### src/rtl/vps_pkg.sv
package vps_pkg;

    // Signalling state, one line at most
    typedef enum logic [1:0] {
        SIG_NONE = 2'b00,
        SIG_FIQ  = 2'b01,
        SIG_IRQ  = 2'b10
    } sig_state_e;

    localparam int NUM_GRP = 2;

endpackage

### src/rtl/vps_gmask.sv
module vps_gmask #(
    parameter int PRIO_W = 8,
    parameter int BP_W   = 3
) (
    input  logic [BP_W-1:0]   bp_i,
    output logic [PRIO_W-1:0] mask_o
);
    localparam int SH_W = BP_W + 1;

    logic [SH_W-1:0] shamt;

    always_comb begin
        shamt  = {1'b0, bp_i} + SH_W'(1);
        mask_o = {PRIO_W{1'b1}} << shamt;
    end
endmodule

### src/rtl/vps_decide.sv
module vps_decide
    import vps_pkg::*;
#(
    parameter int PRIO_W = 8
) (
    input  logic              en_i,
    input  logic              valid_i,
    input  logic              grp_i,
    input  logic [PRIO_W-1:0] prio_i,
    input  logic [PRIO_W-1:0] pmr_i,
    input  logic [PRIO_W-1:0] gmask_i,
    input  logic [PRIO_W-1:0] act_i,
    output sig_state_e        next_o
);
    localparam logic [PRIO_W-1:0] IDLE_PRIO = {PRIO_W{1'b1}};

    logic       may_send;
    sig_state_e line_st;

    always_comb begin
        line_st = grp_i ? SIG_IRQ : SIG_FIQ;
        if (!en_i || !valid_i) begin
            may_send = 1'b0;
        end else if (prio_i >= pmr_i) begin
            may_send = 1'b0;
        end else if (act_i == IDLE_PRIO) begin
            may_send = 1'b1;
        end else begin
            may_send = (prio_i & gmask_i) < (act_i & gmask_i);
        end
        next_o = may_send ? line_st : SIG_NONE;
    end
endmodule

### src/rtl/vps_signaller.sv
module vps_signaller
    import vps_pkg::*;
#(
    parameter int PRIO_W = 8,
    parameter int BP_W   = 3
) (
    input  logic              clk,
    input  logic              rst_n,
    input  logic              vif_en_i,
    input  logic              cand_valid_i,
    input  logic              cand_grp_i,
    input  logic [PRIO_W-1:0] cand_prio_i,
    input  logic [PRIO_W-1:0] vpmr_i,
    input  logic [BP_W-1:0]   bp_g0_i,
    input  logic [BP_W-1:0]   bp_g1_i,
    input  logic [PRIO_W-1:0] act_prio_i,
    output logic              virq_o,
    output logic              vfiq_o
);
    logic [BP_W-1:0]   bp_arr   [NUM_GRP];
    logic [PRIO_W-1:0] mask_arr [NUM_GRP];
    logic [PRIO_W-1:0] sel_mask;
    sig_state_e        state_q;
    sig_state_e        state_d;

    assign bp_arr[0] = bp_g0_i;
    assign bp_arr[1] = bp_g1_i;

    // One group-priority mask per group
    for (genvar g = 0; g < NUM_GRP; g++) begin : g_mask
        vps_gmask #(.PRIO_W(PRIO_W), .BP_W(BP_W)) mask_i (
            .bp_i   (bp_arr[g]),
            .mask_o (mask_arr[g])
        );
    end

    assign sel_mask = mask_arr[cand_grp_i];

    vps_decide #(.PRIO_W(PRIO_W)) decide_i (
        .en_i    (vif_en_i),
        .valid_i (cand_valid_i),
        .grp_i   (cand_grp_i),
        .prio_i  (cand_prio_i),
        .pmr_i   (vpmr_i),
        .gmask_i (sel_mask),
        .act_i   (act_prio_i),
        .next_o  (state_d)
    );

    // State register
    always_ff @(posedge clk) begin
        if (!rst_n) state_q <= SIG_NONE;
        else        state_q <= state_d;
    end

    // Output decode
    always_comb begin
        virq_o = 1'b0;
        vfiq_o = 1'b0;
        unique case (state_q)
            SIG_NONE: ;
            SIG_FIQ:  vfiq_o = 1'b1;
            SIG_IRQ:  virq_o = 1'b1;
            default:  ;
        endcase
    end
endmodule

### config.mk
export PLATFORM = sky130hd
export DESIGN_NAME = vps_signaller
export DESIGN_NICKNAME = d
export VERILOG_FILES = /design/src/rtl/vps_pkg.sv /design/src/rtl/vps_gmask.sv /design/src/rtl/vps_decide.sv /design/src/rtl/vps_signaller.sv
export SDC_FILE = /design/constraint.sdc
export NUM_CORES = 1
export LEC_CHECK = 0
export BUFFER_PORTS_ARGS = -buffer_cell sky130_fd_sc_hd__clkbuf_2
export CORE_ASPECT_RATIO = 0.8
export CORE_MARGIN = 2
export CORE_UTILIZATION = 42
export CTS_BUF_LIST = sky130_fd_sc_hd__clkbuf_4 sky130_fd_sc_hd__clkbuf_8
export CTS_CLUSTER_SIZE = 28
export DETAILED_ROUTE_END_ITERATION = 6
export HOLD_SLACK_MARGIN = 0.02
export PLACE_DENSITY = 0.79
export SETUP_SLACK_MARGIN = 0.15
export SLEW_MARGIN = 20
export SYNTH_ARGS = -nofsm -noshare
export SYNTH_HDL_FRONTEND = slang
export SYNTH_SLANG_ARGS = --single-unit
### constraint.sdc
create_clock -name clk -period 2.83 [get_ports clk]
set_clock_uncertainty 0.1 [all_clocks]
set_input_delay 0.566 -clock clk [delete_from_list [all_inputs] [get_ports clk]]
set_output_delay 0.566 -clock clk [all_outputs]
set_load 0.05 [all_outputs]
==> results.json, run 1 <==
{
  "status": "finished clean",
  "finalPower_w": 0.0002649,
  "fin_cells": 154,
  "setup_viol": 0,
  "power.leakage_nw": 0.5225,
  "cts_max_path_buffers": 2,
  "drive_gt1_share_pct": 42.42,
  "wl_met2_um": 877,
  "path_class": "input port to register",
  "fillCellCount": 147,
  "routed.top_layer": "met3",
  "stdcell_area_sq_um": 999.7,
  "die_h_um": 40.37,
  "synth_area_sq_um": 694.4,
  "cts_buffers": 3,
  "cts_sinks": 2,
  "yosysSeqAreaShare_pct": 5.766,
  "crit_arrival_ps": 2620,
  "relSlewSlack_pct": 69.91,
  "grt_pass1_wl_mm": 2.704,
  "hold_viol": 0,
  "path_max_fanout": 6,
  "critical_path.startpoint_type": "input port",
  "ir_drop_uv": 130.4,
  "fin_nets": 186,
  "die_width_um": 49.46,
  "reg_top3": "state_q: 2 flops",
  "largest_reg_flops": 2,
  "grt.overflow.total": 0,
  "postRouteAntennaNets": 0,
  "dp_cells": 151,
  "drt_first_pass_iters": 4,
  "synthToLayoutAreaGrowth_pct": 43.96,
  "grtUsageTotal_pct": 17.14,
  "yosysWarnings": 0,
  "powerDensity_nw_per_um2": 265.0,
  "crit_top_cell": "ha_4",
  "ys_top_cells_by_count": "17 x ha_1, 14 x nand2_1, 10 x inv_1",
  "ys_types": 31,
  "period_minus_slack_ps": 2623,
  "portBuffers": 36,
  "synthesis.nets": 144,
  "final_core_util_pct": 62.72,
  "core_area_sq_um": 1594,
  "worstHoldPathType": "input port to register",
  "die_area_sq_um": 1997,
  "drv_slew": 0,
  "io_pins": 37,
  "antenna_cells": 0,
  "rows": 13,
  "synth_top_area_share_pct": 30.63,
  "worst_slew_pin_slew_ps": 451.3,
  "fin_setup_tns_ps": 0,
  "post_cts_buffers": 0,
  "drcViolationCount": 0,
  "path_cells": "buf_4 -> mux2_4 -> ha_4 -> xnor2_4 -> a21oi_2 -> and2_4 -> ha_4 -> o21ai_1 -> a22oi_1 -> nand3_1 -> o21ai_2 -> nor4_2",
  "grt_pass1_vias": 723,
  "wl_per_cell_um": 11.32,
  "drv_cap": 0,
  "vias": 798,
  "cts_tree": "yes",
  "grt_max_degree": 7,
  "hpwlAfterDp_mm": 1.484,
  "synth-seq-cells": 2,
  "async_reset_ff_share_pct": 0,
  "drt-total-wl_mm": 1.744,
  "critPathSlowestCell": "mux2_4",
  "drt-met1-wl_um": 756,
  "synth-edff-count": 0,
  "max_freq_mhz": 381.2,
  "worstSetupEndpointType": "register",
  "regArea_sq_um": 40.04,
  "cp_data_required_time_ps": 2820,
  "syn_inst": 92,
  "path_clk_slew_ps": 30,
  "multi_input_area_sq_um": 674.4,
  "yosys_most_used_dff": "dfxtp_1",
  "place_area_sq_um": 944.7,
  "rsz0062_at_grt": "false",
  "period_share_pct": 92.70,
  "top_register": "state_q",
  "yosys.area.top_type": "ha_1",
  "slowest_delay_ps": 330,
  "avgSynthCellArea_sq_um": 7.548,
  "start_util_pct": 43.56,
  "route.met3.wl_um": 109,
  "gp_congestion": 0.7778,
  "via_per_inst": 5.182,
  "drt_iter0_markers": 13,
  "ys_top_cells_by_area": "ha_1 31%, nand2_1 7.6%, and2_1 6.3%",
  "root_buffer": "clkbuf_4",
  "antenna_found_initial": 0,
  "post-synth-top-count-cell": "ha_1",
  "htreeDepth": 1
}
-- kinds of logic (layout without fill, tap and decap cells) --
logic type	count (synthesis)	after routing	share of synthesized area [%]
buffers and inverters	11	51	7.027
muxes	2	2	4.865
adders and majority gates	17	17	30.63
AOI/OAI and AO/OA	18	18	16.94
xor gates and xnor gates	1	1	1.261
DFF	2	2	5.766
and+or+nand+nor	41	41	33.51
-- layout by cell type (no fill, tap or decap), drive strengths merged, types with 2 or more instances in the layout --
master,Yosys,final
o21ai,5,5
nand4,4,4
nor2b,4,4
a211oi,2,2
nor2,2,2
inv,10,10
clkbuf,0,38
a21oi,4,4
ha,17,17
buf,1,3
nand3,2,2
and2,7,7
nand2,14,14
dfxtp,2,2
nor3,3,3
-- final cells by class --
class,count,share of cell area [%]
clock buffer,3,2.253
inverter,10,3.755
multi-input combinational,79,67.46
sequential,2,4.005
tap,22,2.753
timing repair buffer,38,19.77
-- path summary, 6_finish.rpt --
| path | cells after the start | endpoint | from |
|---|---|---|---|
| worst max-delay path | 12 | state_q[0]$_SDFF_PN0_ | cand_grp_i |
| worst min-delay path | 3 | state_q[0]$_SDFF_PN0_ | cand_valid_i |
-- where the power goes --
group           total, W  leakage (nW)  internal (W)  switching [W]
clock          0.0000618        0.0138     0.0000468      0.0000151
combinational   0.000174         0.493     0.0000853      0.0000883
sequential     0.0000295        0.0162     0.0000293    0.000000294
-- critical path: cells and delay by family --
kind                       cells  cell delay [ps]
and+or+nand+nor                3              370
buffers and inverters          1              130
adders and majority gates      2              440
muxes                          1              330
AOI/OAI and AO/OA              4              570
xor gates and xnor gates       1              230
-- through the flow --
step | hold slack (ps) | setup slack [ps]
2_1_floorplan | 672.8 | 158.7
3_3_place_gp | 772.0 | 23.38
3_5_place_dp | 777.6 | -54.51
4_1_cts | 551.8 | 164.2
5_1_grt | 571.8 | 104.6
6_report | 552.0 | 206.6
-- repair_timing --
item	4_1_cts	5_1_grt
hold endpoints to repair	0	0
hold buffers	0	0
resized for setup	0	8
endpoints found under the setup margin	0	2
-- layer usage --
metal | track usage [%] | vias up
li1 | - | 413
met1 | 20.47 | 357
met2 | 36.82 | 28
met3 | 0 | 0
met4 | 2.083 | 0
met5 | 0 | -
Note: power is estimated with default switching activity, not from simulation.
==> run 2, diff against run 1 <==
--- a/config.mk
+++ b/config.mk
@@ -7,13 +7,13 @@
 export LEC_CHECK = 0
 export BUFFER_PORTS_ARGS = -buffer_cell sky130_fd_sc_hd__clkbuf_2
 export CORE_ASPECT_RATIO = 0.8
-export CORE_MARGIN = 2
 export CORE_UTILIZATION = 42
 export CTS_BUF_LIST = sky130_fd_sc_hd__clkbuf_4 sky130_fd_sc_hd__clkbuf_8
 export CTS_CLUSTER_SIZE = 28
 export DETAILED_ROUTE_END_ITERATION = 6
 export HOLD_SLACK_MARGIN = 0.02
-export PLACE_DENSITY = 0.79
+export PLACE_DENSITY = 0.76
+export RECOVER_POWER = 50
 export SETUP_SLACK_MARGIN = 0.15
 export SLEW_MARGIN = 20
 export SYNTH_ARGS = -nofsm -noshare
==> results.json, run 2 (synthesized netlist as in run 1, its figures left out) <==
{
  "hold_path_end": "state_q[0]$_SDFF_PN0_",
  "hold_viol": 0,
  "fin_nets": 186,
  "path_buf_inv": 1,
  "worst_slew_pin_slew_ps": 591.1,
  "cp.depth": 12,
  "drt_iter0_markers": 4,
  "crit_top_cell": "ha_4",
  "htreeDepth": 1,
  "cts_max_path_buffers": 2,
  "power.leakage_nw": 0.5148,
  "mostFrequentLayoutCell": "clkbuf_2",
  "path_max_fanout": 4,
  "finalPower_w": 0.0002697,
  "path_cells": "clkbuf_2 -> mux2_4 -> ha_4 -> xnor2_4 -> a21oi_2 -> and2_1 -> ha_4 -> o21ai_1 -> a22oi_2 -> nand3_2 -> o21ai_2 -> nor4_2",
  "antenna_found_initial": 0,
  "drive_gt1_share_pct": 42.42,
  "grt.overflow.total": 0,
  "wl_per_cell_um": 11.48,
  "postRouteAntennaNets": 0,
  "slowest_delay_ps": 330,
  "gp_congestion": 0.7813,
  "rows": 12,
  "die_h_um": 38.37,
  "antenna_cells": 0,
  "via_per_inst": 5.131,
  "critical_path.startpoint_type": "input port",
  "fin_setup_tns_ps": 0,
  "cts_tree": "yes",
  "hp-start": "cand_valid_i",
  "setup_viol": 0,
  "ir_drop_uv": 158.1,
  "hpwlAfterDp_mm": 1.553,
  "cp_data_required_time_ps": 2830,
  "vias": 785,
  "p_clk_share_pct": 23.3,
  "drcViolationCount": 0,
  "top_register": "state_q",
  "worstSetupEndpointType": "register",
  "power.internal_w": 0.0001628,
  "p_sw_w": 0.0001069,
  "io_pins": 37,
  "critPathSlowestCell": "mux2_4",
  "status": "finished clean",
  "drv_cap": 0,
  "final_cell_mix": "34 x clkbuf_2, 15 x ha_1, 14 x nand2_1, 10 x inv_1, 7 x and2_1",
  "synthToLayoutAreaGrowth_pct": 44.68,
  "netSwitchingFraction_pct": 39.64,
  "max_freq_mhz": 385.6,
  "die_area_sq_um": 1821,
  "portBuffers": 36,
  "drv_slew": 0,
  "drt-total-wl_mm": 1.757,
  "comb_power_share_pct": 65.7,
  "cts_hold_buf": 0,
  "rsz0062_at_grt": "false",
  "crit_arrival_ps": 2590,
  "reg_top3": "state_q: 2 flops",
  "whs_ps": 560.0,
  "core_area_sq_um": 1471,
  "grt_pass1_vias": 715,
  "powerDensity_nw_per_um2": 268.5,
  "cts_buffers": 3,
  "root_buffer": "clkbuf_4",
  "start_util_pct": 47.19,
  "worstHoldPathType": "input port to register",
  "grt_pass1_wl_mm": 2.697,
  "cts_sinks": 2,
  "hold_depth": 3,
  "period_share_pct": 91.64,
  "relSlewSlack_pct": 60.76,
  "critPathTopFamily": "compound AO/OA/AOI/OAI gates",
  "period_minus_slack_ps": 2593,
  "path_clk_slew_ps": 30,
  "startpoint": "cand_grp_i",
  "grt_max_degree": 6,
  "largest_reg_flops": 2,
  "drt_first_pass_iters": 3,
  "die_width_um": 47.46,
  "p_seq_share_pct": 11.0,
  "path_class": "input port to register",
  "grtUsageTotal_pct": 20.99
}
run 2: cell count changes in the layout (fill, tap and decap cells not counted), sizes merged:
cell    change
buf         -1
clkbuf      +1
run 2: per-layer routing:
layer  up-vias  track usage, %  wire, um
met1       352           25.48       781
met2        17           35.96       890
met3         6               0        33
met4         0           13.57        52
met5         -               0         0
li1        410               -         -
run 2: timing repair:
| action | 4_1_cts | 5_1_grt |
|---|---|---|
| buffers inserted | 0 | 0 |
| gates resized for setup | 0 | 8 |
| endpoints found under the setup margin | 0 | 2 |
run 2: area by class of cell:
class | count | area, sq um
Multi-Input combinational cell | 79 | 685.7
Sequential cell | 2 | 40.04
Clock buffer | 3 | 22.52
Inverter | 10 | 37.54
Tap cell | 21 | 26.28
Fill cell | 131 | 466.7
Timing Repair Buffer | 38 | 192.7
run 2: metrics by stage:
| stage | std cells | setup WS, ps | cell area (sq um) | utilization [%] |
|---|---|---|---|---|
| finish | 153 | 236.5 | 1005 | 68.28 |
| global route | 153 | 130.2 | 1005 | 68.28 |
| CTS | 153 | 212.8 | 965.9 | 65.65 |
| detailed placement | 150 | -13.38 | 943.4 | 64.12 |
| global placement | 150 | 34.84 | 943.4 | 64.12 |
| floorplan | 92 | 158.7 | 733.2 | - |
run 2: how the worst max path moves through the flow:
stage	end	slack (ps)
finish	state_q[0]$_SDFF_PN0_	240
detailed placement	state_q[1]$_SDFF_PN0_	-10
global route	state_q[1]$_SDFF_PN0_	130
CTS	state_q[1]$_SDFF_PN0_	210
global placement	state_q[1]$_SDFF_PN0_	30
floorplan	state_q[1]$_SDFF_PN0_	160
run 2: power groups by stage:
stage                     Combinational, W  Clock (W)  Sequential [W]
after floorplan                   0.000108          0       0.0000299
after global placement            0.000154          0       0.0000300
after detailed placement          0.000158          0       0.0000301
after CTS                         0.000160  0.0000653       0.0000297
after global routing              0.000198  0.0000660       0.0000300
final                             0.000177  0.0000629       0.0000297
